**src/rtl/msg_seq_pkg.sv**
```systemverilog
package msg_seq_pkg;
  localparam logic [7:0] OP_HALT  = 8'h80;
  localparam logic [7:0] OP_DELAY = 8'h81;
  localparam logic [7:0] OP_MSG   = 8'h82;
  localparam logic [7:0] EOM_BYTE = 8'h00;

  typedef enum logic [2:0] {
    ST_FETCH,
    ST_DECODE,
    ST_DLY_WAIT,
    ST_DLY_LOAD,
    ST_DLY_RUN,
    ST_MSG_FETCH,
    ST_MSG_SEND,
    ST_HALT
  } seq_state_t;
endpackage

```
**src/rtl/msg_seq_ticker.sv**
```systemverilog
module msg_seq_ticker #(
  parameter int TICK_CYCLES = 1250
) (
  input  logic clk,
  input  logic rst,
  input  logic clear,
  input  logic run,
  output logic tick
);
  localparam int CW = (TICK_CYCLES > 1) ? $clog2(TICK_CYCLES) : 1;
  localparam logic [CW-1:0] LAST_CNT = CW'(TICK_CYCLES - 1);

  logic [CW-1:0] cnt;

  always_ff @(posedge clk) begin
    if (rst || clear || !run) cnt <= '0;
    else if (cnt == LAST_CNT) cnt <= '0;
    else cnt <= cnt + 1'b1;
  end

  assign tick = run && (cnt == LAST_CNT);

  // Count never exceeds the prescaler limit.
  a_r3_tick_in_range: assert property (@(posedge clk) disable iff (rst)
    1'b1 |=> (cnt <= LAST_CNT));
endmodule

```
**src/rtl/msg_seq_delay.sv**
```systemverilog
module msg_seq_delay #(
  parameter int CNT_W = 8
) (
  input  logic             clk,
  input  logic             rst,
  input  logic             load,
  input  logic [CNT_W-1:0] load_val,
  input  logic             tick,
  output logic             done
);
  logic [CNT_W-1:0] rem;

  always_ff @(posedge clk) begin
    if (rst) rem <= '0;
    else if (load) rem <= load_val;
    else if (tick && rem != '0) rem <= rem - 1'b1;
  end

  assign done = (rem == '0);

  // without a load the remaining units only count down.
  a_r3_count_down: assert property (@(posedge clk) disable iff (rst)
    !load |=> (rem <= $past(rem)));
endmodule

```
**src/rtl/msg_seq_ctrl.sv**
```systemverilog
module msg_seq_ctrl
  import msg_seq_pkg::*;
#(
  parameter int PC_W = 9
) (
  input  logic            clk,
  input  logic            rst,
  output logic [PC_W-1:0] rom_addr,
  input  logic [7:0]      rom_rdata,
  output logic [7:0]      tx_data,
  output logic            tx_valid,
  input  logic            tx_ready,
  output logic            halted,
  output logic            dly_load,
  output logic [7:0]      dly_val,
  output logic            dly_run,
  input  logic            dly_done
);
  localparam logic [PC_W-1:0] PC_LAST = '1;

  seq_state_t      st, st_n, adv_to;
  logic [PC_W-1:0] pc, pc_n;
  logic            adv;

  always_comb begin
    st_n     = st;
    pc_n     = pc;
    adv      = 1'b0;
    adv_to   = ST_FETCH;
    dly_load = 1'b0;
    case (st)
      ST_FETCH: st_n = ST_DECODE;
      ST_DECODE: begin
        if (rom_rdata == OP_DELAY) begin
          adv = 1'b1; adv_to = ST_DLY_WAIT;
        end else if (rom_rdata == OP_MSG) begin
          adv = 1'b1; adv_to = ST_MSG_FETCH;
        end else begin
          st_n = ST_HALT;
        end
      end
      ST_DLY_WAIT: st_n = ST_DLY_LOAD;
      ST_DLY_LOAD: begin
        dly_load = 1'b1;
        if (rom_rdata == 8'd0) begin
          adv = 1'b1; adv_to = ST_FETCH;
        end else begin
          st_n = ST_DLY_RUN;
        end
      end
      ST_DLY_RUN: begin
        if (dly_done) begin
          adv = 1'b1; adv_to = ST_FETCH;
        end
      end
      ST_MSG_FETCH: st_n = ST_MSG_SEND;
      ST_MSG_SEND: begin
        if (rom_rdata == EOM_BYTE) begin
          adv = 1'b1; adv_to = ST_FETCH;
        end else if (tx_ready) begin
          adv = 1'b1; adv_to = ST_MSG_FETCH;
        end
      end
      ST_HALT: st_n = ST_HALT;
      default: st_n = ST_HALT;
    endcase
    if (adv) begin
      if (pc == PC_LAST) begin
        st_n = ST_HALT;
      end else begin
        pc_n = pc + 1'b1;
        st_n = adv_to;
      end
    end
  end

  always_ff @(posedge clk) begin
    if (rst) begin
      st <= ST_FETCH;
      pc <= '0;
    end else begin
      st <= st_n;
      pc <= pc_n;
    end
  end

  assign rom_addr = pc;
  assign tx_data  = rom_rdata;
  assign tx_valid = (st == ST_MSG_SEND) && (rom_rdata != EOM_BYTE);
  assign halted   = (st == ST_HALT);
  assign dly_val  = rom_rdata;
  assign dly_run  = (st == ST_DLY_RUN);

  a_r5_hold_offer: assert property (@(posedge clk) disable iff (rst)
    (tx_valid && !tx_ready) |=> (tx_valid && $stable(tx_data)));
  a_r6_gap_after_accept: assert property (@(posedge clk) disable iff (rst)
    (tx_valid && tx_ready) |=> !tx_valid);
  a_r4_no_terminator: assert property (@(posedge clk) disable iff (rst)
    tx_valid |-> (tx_data != EOM_BYTE));
  a_r8_halt_sticky: assert property (@(posedge clk) disable iff (rst)
    halted |=> (halted && !tx_valid && $stable(rom_addr)));
  a_r10_no_wrap: assert property (@(posedge clk) disable iff (rst)
    1'b1 |=> (rom_addr >= $past(rom_addr)));
endmodule

```
**src/rtl/msg_seq_top.sv**
```systemverilog
module msg_seq_top #(
  parameter int PC_W        = 9,
  parameter int TICK_CYCLES = 1250
) (
  input  logic            clk,
  input  logic            rst,
  output logic [PC_W-1:0] rom_addr,
  input  logic [7:0]      rom_rdata,
  output logic [7:0]      tx_data,
  output logic            tx_valid,
  input  logic            tx_ready,
  output logic            halted
);
  logic       dly_load, dly_run, dly_done, tick;
  logic [7:0] dly_val;

  msg_seq_ctrl #(.PC_W(PC_W)) ctrl_i (
    .clk(clk), .rst(rst),
    .rom_addr(rom_addr), .rom_rdata(rom_rdata),
    .tx_data(tx_data), .tx_valid(tx_valid), .tx_ready(tx_ready),
    .halted(halted),
    .dly_load(dly_load), .dly_val(dly_val), .dly_run(dly_run),
    .dly_done(dly_done)
  );

  msg_seq_ticker #(.TICK_CYCLES(TICK_CYCLES)) ticker_i (
    .clk(clk), .rst(rst), .clear(dly_load), .run(dly_run), .tick(tick)
  );

  msg_seq_delay #(.CNT_W(8)) delay_i (
    .clk(clk), .rst(rst), .load(dly_load), .load_val(dly_val),
    .tick(tick), .done(dly_done)
  );

  // reset leaves the block idle at address zero.
  a_r1_reset_idle: assert property (@(posedge clk)
    rst |=> (rst || (!tx_valid && !halted && rom_addr == '0)));
endmodule

```
**config.mk**
```make
export PLATFORM = sky130hd
export DESIGN_NAME = msg_seq_top
export DESIGN_NICKNAME = d
export VERILOG_FILES = /design/src/rtl/msg_seq_pkg.sv /design/src/rtl/msg_seq_ticker.sv /design/src/rtl/msg_seq_delay.sv /design/src/rtl/msg_seq_ctrl.sv /design/src/rtl/msg_seq_top.sv
export SDC_FILE = /design/constraint.sdc
export NUM_CORES = 1
export LEC_CHECK = 0
export BUFFER_PORTS_ARGS = -buffer_cell sky130_fd_sc_hd__buf_2
export CORE_AREA = 10 10 81 83
export DETAILED_ROUTE_END_ITERATION = 12
export DIE_AREA = 0 0 91 93
export GPL_TIMING_DRIVEN = 1
export PLACE_DENSITY_LB_ADDON = 0.05
export SYNTH_ARGS = -nofsm -noshare
export SYNTH_HDL_FRONTEND = slang
export SYNTH_SLANG_ARGS = --single-unit
export TNS_END_PERCENT = 10
```
**constraint.sdc**
```tcl
create_clock -name clk -period 2.8 [get_ports clk]
set_input_delay 0.14 -clock clk [delete_from_list [all_inputs] [get_ports clk]]
set_output_delay 0.14 -clock clk [all_outputs]
set_load 0.03 [all_outputs]
```
Word-level counts from Yosys, hierarchy flattened --
Index checks and enable logic that the tools add are counted.
Storage, ports and cells: register bits after elaboration 31, output and inout port bits 19
Operators by class: equality and inequality tests 14, muxes and demuxes 21, reduce and logical (&&, ||, !) cells 16, add/subtract/negate cells 3, bitwise operators 1
Operators by type and width (count):
- $mux 3 | 9
- $pmux 3 s6 | 1
- $eq 8x8->1 const B | 2
- $logic_not 8->1 | 2
- $mux 8 | 2
- $reduce_bool 8->1 | 2
- $eq 3x3->1 const B | 4
- $add 11x1->11 const B | 1
- $eq 11x11->1 const B | 1
- $add 9x1->9 const B | 1
- $eq 9x9->1 const B | 1
- $ne 3x2->1 const B | 3
- $sub 8x1->8 const B | 1
- $mux 1 | 7
- $reduce_bool 7->1 | 1
- $eq 3x2->1 const B | 2
- $pmux 3 s2 | 1
- $pmux 1 s4 | 1
- $reduce_and 4->1 | 1
- $eq 3x1->1 const B | 1
- $logic_and 1x1->1 | 3
- $logic_not 3->1 | 1
- $logic_or 1x1->1 | 2
- $reduce_and 2->1 | 1
- 4 further kinds | 4

Depth between registers and ports, before layout --
Gate-level depths: netlist (run 1).
depth in word-level cells 6, gate-level depth with buffers 9, gate-level depth less buffers 9

Modules after synthesis --
From an unflattened synthesis (run 1), not the netlist that was laid out.
Unflattened totals: cells, all modules 232, area total of the unflattened synthesis 1984.4 um^2
By module, submodules not included:
- msg_seq_ctrl | times used 1, seq. area each 240.2 um^2, cells an instance 115, area an instance 950.9 um^2
- msg_seq_ticker | times used 1, seq. area each 220.2 um^2, cells an instance 58, area an instance 518.0 um^2
- msg_seq_delay | times used 1, seq. area each 160.2 um^2, cells an instance 59, area an instance 515.5 um^2

Worst setup path before layout (run 1) --
No wires, ideal clock.
kind register to register, start register delay_i.rem[2], end register ctrl_i.pc[3], in the netlist ctrl_i.rom_addr[3], clock period less this slack 2460 ps, buffers on the path 1, data required time 2677 ps, arrival 2336 ps, setup slack 340 ps, stages on the path, launching flop included 7, cell sequence dfxtp_1 or4_4 or4b_4 buf_6 o22a_4 a211oi_1 mux2_1
Between the ends: word-level cells in the longest chain between the ends 4
RTL lines:
- from (decl) | RTL line msg_seq_delay.sv:11 | logic [CNT_W-1:0] rem;
- from (signal assigned) | RTL line msg_seq_delay.sv:15 | else if (load) rem <= load_val;
- from (signal assigned) | RTL line msg_seq_delay.sv:16 | else if (tick && rem != '0) rem <= rem - 1'b1;
- $logic_not 8->1 | RTL line msg_seq_delay.sv:19 | assign done = (rem == '0);
- $mux 1 | RTL line msg_seq_ctrl.sv:52 | if (dly_done) begin
- $pmux 1 s4 | RTL line msg_seq_ctrl.sv:31 | case (st)
- $reduce_and 2->1 (no source line)
- to (signal assigned) | RTL line msg_seq_ctrl.sv:83 | pc <= pc_n;
- to (decl) | RTL line msg_seq_ctrl.sv:22 | logic [PC_W-1:0] pc, pc_n;
No other way between the ends. A chain may end at the register's enable or synchronous reset.

Worst setup path after layout (run 1) --
start register delay_i.rem[2], end register ctrl_i.pc[5], in the netlist ctrl_i.rom_addr[5]
The elaborated chain is that of the path after synthesis.

==> results of run 1 <==
==> tightest hold or removal path, stage by stage <==
cell and delay [ps]:
buf_2 120, nand2_1 50, a31oi_1 60
==> cell families (layout without fill, tap and decap cells) <==
| logic type | count (synthesis) | in the layout |
|---|---|---|
| AOI/OAI and AO/OA | 44 | 44 |
| buffers and inverters | 20 | 43 |
| DFF | 31 | 31 |
| adders and majority gates | 6 | 6 |
| muxes | 6 | 6 |
| xor gates and xnor gates | 10 | 10 |
| and+or+nand+nor | 97 | 97 |
==> power by group through the flow <==
stage	combinational, mW	clock [mW]	sequential, mW
floorplan	0.293	0	0.549
detailed placement	0.355	0	0.550
CTS	0.359	0.373	0.541
global route	0.401	0.387	0.554
finish	0.358	0.357	0.542
global placement	0.354	0	0.550
==> sequential cells by signal (all words and copies together) (netlist names) <==
signal / flops
ctrl_i.rom_addr: 9
ctrl_i.st: 3
delay_i.rem: 8
ticker_i.cnt: 11
==> placed cells by master (no fill, tap or decap), types with 3 or more instances in the layout <==
cell      count
and3_1        6
xor2_1        4
o21ai_0       3
nand2_1      11
nor2_1       24
o211ai_1      6
nand3_1      18
buf_2        29
nor3_1        7
dfxtp_1      31
ha_1          6
inv_1         6
or3_2         3
a211oi_1      4
mux2_1        3
a21oi_1      10
nor2b_1       6
clkbuf_8      6
xnor2_1       6
a31oi_1       7
mux2_2        3
nor4_1        4
==> Yosys cell counts (5+ instances only) <==
library cell  count  area share
dfxtp_1          31        0.34
nor2_1           24       0.050
nand3_1          18       0.050
nand2_1          11       0.023
a21oi_1          10       0.028
buf_4             8       0.033
a31oi_1           7       0.024
nor3_1            7       0.019
and3_1            6       0.021
ha_1              6       0.042
inv_1             6       0.012
nor2b_1           6       0.021
o211ai_1          6       0.025
xnor2_1           6       0.029
clkbuf_1          5       0.010
==> routing by layer <==
metal  global-route usage  routed length [µm]
met2                0.174                1980
met1                0.139                2140
met4               0.0431                  82
met3               0.0384                 324
met5                    0                   0
==> through the flow <==
stage               instance area, µm²  utilization  instances  setup WS [ps]  power, mW
finish                            2040        0.407        307            217       1.26
global route                      2040        0.407        307           80.0       1.34
CTS                               2040        0.407        307            212       1.27
detailed placement                1950        0.390        300            237      0.905
global placement                  1950        0.390        300            309      0.904
floorplan                         1800            -        214            340      0.842
==> final cells by class <==
| type | instances | area share |
|---|---|---|
| Inverter | 6 | 0.0110 |
| Clock buffer | 6 | 0.0405 |
| Tap cell | 70 | 0.0429 |
| Sequential cell | 31 | 0.304 |
| Timing Repair Buffer | 30 | 0.0748 |
| Clock inverter | 1 | 0.00245 |
| Multi-Input combinational cell | 163 | 0.524 |
==> how the worst min path moves through the flow <==
stage                     endpoint  slack, ps  cells past startpoint
floorplan           delay_i.rem[2]        290                      2
global placement    delay_i.rem[6]        440                      3
detailed placement  delay_i.rem[6]        440                      3
CTS                 delay_i.rem[6]        130                      3
global route        delay_i.rem[3]        180                      3
finish              delay_i.rem[6]        150                      3
==> metrics.cfg, run 1 <==
[critical_path]
cp_slowest_cell=or4b_4
crit_chain=or4_4 > or4b_4 > o22a_4 > a211oi_1 > mux2_1
critPathRequiredTime_ps=2970
critPathMaxStageDelay_ps=600
endpoint=ctrl_i.rom_addr[5]
r2r_cells=5
rrSetupSlack_ps=220
r2r_start=delay_i.rem[2]
path_depth=5
crit_family=simple AND/OR/NAND/NOR gates
path_max_fanout=7
critPathLaunchType=flop
cp_num_buf_inv=0
cp.arrival_ps=2750
worstReg2RegEnd=ctrl_i.rom_addr[5]
critPathKind=flop to flop
worstSetupEndpointType=flop
startpoint=delay_i.rem[2]

[power_and_ir_drop]
p_sw_frac=0.348
netSwitchingPower_uw=438
pwr-share-comb=0.285
power_leakage_nw=0.769
power.density_mw_per_mm2=616
pwr-share-seq=0.431
p_int_uw=819
p_clk_frac=0.284
ir_drop_uv=240

[logic_synthesis]
ys_ff_latch=31
ys_types=47
synth_xor_area_frac=0.0486
syn_nets=231
synth_edf_count=0
seq_area_frac_synth=0.344
synth_compound_area_frac=0.174
yosysWarnings=0
synth.avg_cell_area_um2=8.42
syn-instance-count=214
async_flop_share=0
synthesis.area_mm2=0.00180
ys.flop_type=dfxtp_1
synth_top_family_by_area=simple AND/OR/NAND/NOR gates
synthAdderAreaFrac=0.0417
yosys.area_share.simple=0.291
synthMuxAreaShare=0.0375

[worst_hold_path]
hp-class=input port to flop
min_from=rom_rdata[6]

[sta]
period_share=0.922
whs_ps=150
hold_violations=0
tightest_slew_ps=570
slew_headroom=0.618
fin_crit_ps=2580
slew_viol_final=0
finalClockSkew_ps=6.05
totalNegativeSetupSlack_ps=0
final-setup-viol-count=0
rsz0062_at_grt=no
fmax_mhz=387

[drt]
postRouteAntennaNets=0
drt_wl_total_um=4530
detail_route.wl_per_cell_um=14.7
drt_iter0_markers=51
drtPass1Iterations=4
routed_via_density=5.43
route.detailed.drc=0
num_vias=1667

[clocking]
cts_htree_levels=2
cts_buffers=5
clockBufferDepth=2
root_buffer=clkbuf_8
clk_pin_slew_worst_paths_ps=70
cts-resized-gates=0
clk_latency_ps=280
postCtsSetupBuffers=0
hold_buffers=0
numClockSinks=31
cts_tree=done

[floorplan]
rows=26
die_area_mm2=0.00846
io-pin-count=30
chipWidth_um=91
fp.coreArea_mm2=0.00501
die_y_um=93
start_util=0.360

[global_routing]
grt_pass1_wl_um=7940
grt_max_degree=28
grt_pass1_vias=1633
grt_usage=0.112
antenna_found_initial=0
grt-ovfl-total=0

[layout]
regArea_um2=621
areaGrowthSynthToFinish_pct=13.2
layout-drive-gt1-share=0.219
diodes=0
final_nets=254
multi_input_area_mm2=0.00107
fill_cells=554

[placed_design]
place_congestion=0.866
portBuffers=29
dp_hpwl_um=3450

[job]
maxCapViolCount=0

[run_status]
status=finished, final reports clean

No activity file was read; power rests on OpenSTA's default activity.
==> run 2, diff against run 1 <==
--- a/config.mk
+++ b/config.mk
@@ -6,9 +6,10 @@
 export NUM_CORES = 1
 export LEC_CHECK = 0
 export BUFFER_PORTS_ARGS = -buffer_cell sky130_fd_sc_hd__buf_2
-export CORE_AREA = 10 10 81 83
+export CORE_AREA = 5 5 76 78
+export CTS_CLUSTER_DIAMETER = 30
 export DETAILED_ROUTE_END_ITERATION = 12
-export DIE_AREA = 0 0 91 93
+export DIE_AREA = 0 0 81 83
 export GPL_TIMING_DRIVEN = 1
 export PLACE_DENSITY_LB_ADDON = 0.05
 export SYNTH_ARGS = -nofsm -noshare
==> run 2 against run 1 <==
Critical path depth is the same. Utilization increased by 0.25 points. Global-route usage rose by 2.0 points. Worst setup slack better by 3.4 ps. Count of clock-buffer cells in the layout up 2. Die area fell by 21%. Sequential share of layout area fell by 0.19 points. Register-to-register slack barely moved. Power grew 2.3%. Critical path type unchanged. Critical endpoint unchanged.
==> metrics.cfg, run 2 (synthesized netlist as in run 1, its figures left out) <==
[layout]
stdcell_count=308  ; +0.33%
regMostFlops=ticker_i.cnt
largest_reg_flops=11  ; unchanged
final_cell_mix=dfxtp_1, buf_2, nor2_1, nand3_1, nand2_1
areaGrowthSynthToFinish_pct=13.9
fin_area_mm2=0.00205  ; +0.61%
fin_util=0.410  ; +0.00250
final_nets=254  ; unchanged
layout-drive-gt1-share=0.218  ; -0.000922
diodes=0  ; unchanged
layout_commonest_cell=dfxtp_1

[placed_design]
place_area_mm2=0.00195  ; unchanged
place_ws_ps=243  ; +6.71 ps
portBuffers=29  ; unchanged
dp.cells=300  ; unchanged
dp_hpwl_um=3220  ; -6.6%
place_congestion=0.823  ; -5.0%

[clocking]
cts_buffers=5  ; unchanged
numClockSinks=31  ; unchanged
postCtsSetupBuffers=0  ; unchanged
clockBufferDepth=2  ; unchanged
root_buffer=clkbuf_8
cts-resized-gates=0  ; unchanged
clk_latency_ps=280  ; about the same
clk_pin_slew_worst_paths_ps=70  ; about the same
hold_buffers=0  ; unchanged
cts_tree=done
cts_htree_levels=2  ; unchanged

[critical_path]
cp.arrival_ps=2740  ; about the same
critPathRequiredTime_ps=2960  ; about the same
r2r_cells=5  ; unchanged
cp_slowest_cell=or4_4
path_max_fanout=7  ; unchanged
critPathKind=flop to flop
critPathMaxStageDelay_ps=590  ; about the same
crit_chain=or4_4 > or4b_4 > o22a_4 > a211oi_1 > mux2_1
worstSetupEndpointType=flop
critPathLaunchType=flop

[sta]
slew_headroom=0.619  ; +0.00122
fmax_mhz=388  ; +0.13%
slew_viol_final=0  ; unchanged
setup_ws_ps=221  ; +3.38 ps
finalClockSkew_ps=4.42  ; -1.63 ps
period_share=0.921  ; -0.00121
tightest_slew_ps=568  ; -1.82 ps
hold_violations=0  ; unchanged
final-setup-viol-count=0  ; unchanged
fin_crit_ps=2580  ; -3.38 ps
whs_ps=154  ; +3.34 ps
totalNegativeSetupSlack_ps=0  ; unchanged
rsz0062_at_grt=no

[power_and_ir_drop]
power_mw=1.28  ; +2.3%
power.density_mw_per_mm2=626  ; +1.6%
power_leakage_nw=0.774  ; +0.58%
ir_drop_uv=213  ; -11%

[drt]
routed_via_density=5.33  ; -1.8%
postRouteAntennaNets=0  ; unchanged
drt_wl_total_um=4280  ; -5.6%
drtPass1Iterations=4  ; unchanged
drt_iter0_markers=80  ; +57%
num_vias=1643  ; -1.4%
detail_route.wl_per_cell_um=13.9  ; -5.9%
route.detailed.drc=0  ; unchanged

[global_routing]
grt-ovfl-total=0  ; unchanged
grt_usage=0.131  ; +0.0195
antenna_found_initial=0  ; unchanged
grt_pass1_vias=1563  ; -4.3%
grt_pass1_wl_um=7180  ; -9.5%
grt_max_degree=28  ; unchanged

[floorplan]
chipWidth_um=81  ; -11%
start_util=0.360  ; unchanged
fp.coreArea_mm2=0.00501  ; unchanged
die_area_mm2=0.00672  ; -21%
io-pin-count=30  ; unchanged
rows=26  ; unchanged
die_y_um=83  ; -11%

[worst_hold_path]
hold_depth=3  ; unchanged
hp-class=input port to flop

[run_status]
status=finished, final reports clean

[job]
maxCapViolCount=0  ; unchanged

==> run 2: changes by cell type in the layout (fill, tap and decap cells not counted), sizes merged <==
cell / before / now
clkinv: 1 / 0
clkbuf: 6 / 8
==> run 2: area by class of cell <==
cell class              count  area (µm²)
fillers                   539        2960
inverters                   6        22.5
well taps                  70        87.6
multi-input cells         163        1070
flip-flops and latches     31         621
clock buffers               8         100
repair buffers             30         153
==> run 2: critical path, delay by kind of cell (launching register included) <==
family,cells,cell delay [ps]
and+or+nand+nor,2,1180
AOI/OAI and AO/OA,2,570
DFF,1,360
muxes,1,350
==> run 2: layer usage <==
metal | wire, µm | vias up | global-route usage
met5 | 0 | - | 0
met3 | 255 | 4 | 0.0390
met1 | 2060 | 766 | 0.174
li1 | - | 829 | -
met4 | 36 | 0 | 0.0384
met2 | 1920 | 44 | 0.203
==> run 2: final timing paths <==
path	start	slack (ps)	to
min reg2reg	ticker_i.cnt[0]	480	ticker_i.cnt[0]
min	rom_rdata[6]	150	delay_i.rem[6]
max reg2reg	delay_i.rem[2]	220	ctrl_i.rom_addr[5]
max	delay_i.rem[2]	220	ctrl_i.rom_addr[5]
==> run 2: power breakdown <==
group | switching [mW] | internal, mW | leakage [nW]
Sequential | 0.0588 | 0.483 | 0.251
Combinational | 0.211 | 0.143 | 0.471
Clock | 0.164 | 0.224 | 0.0515
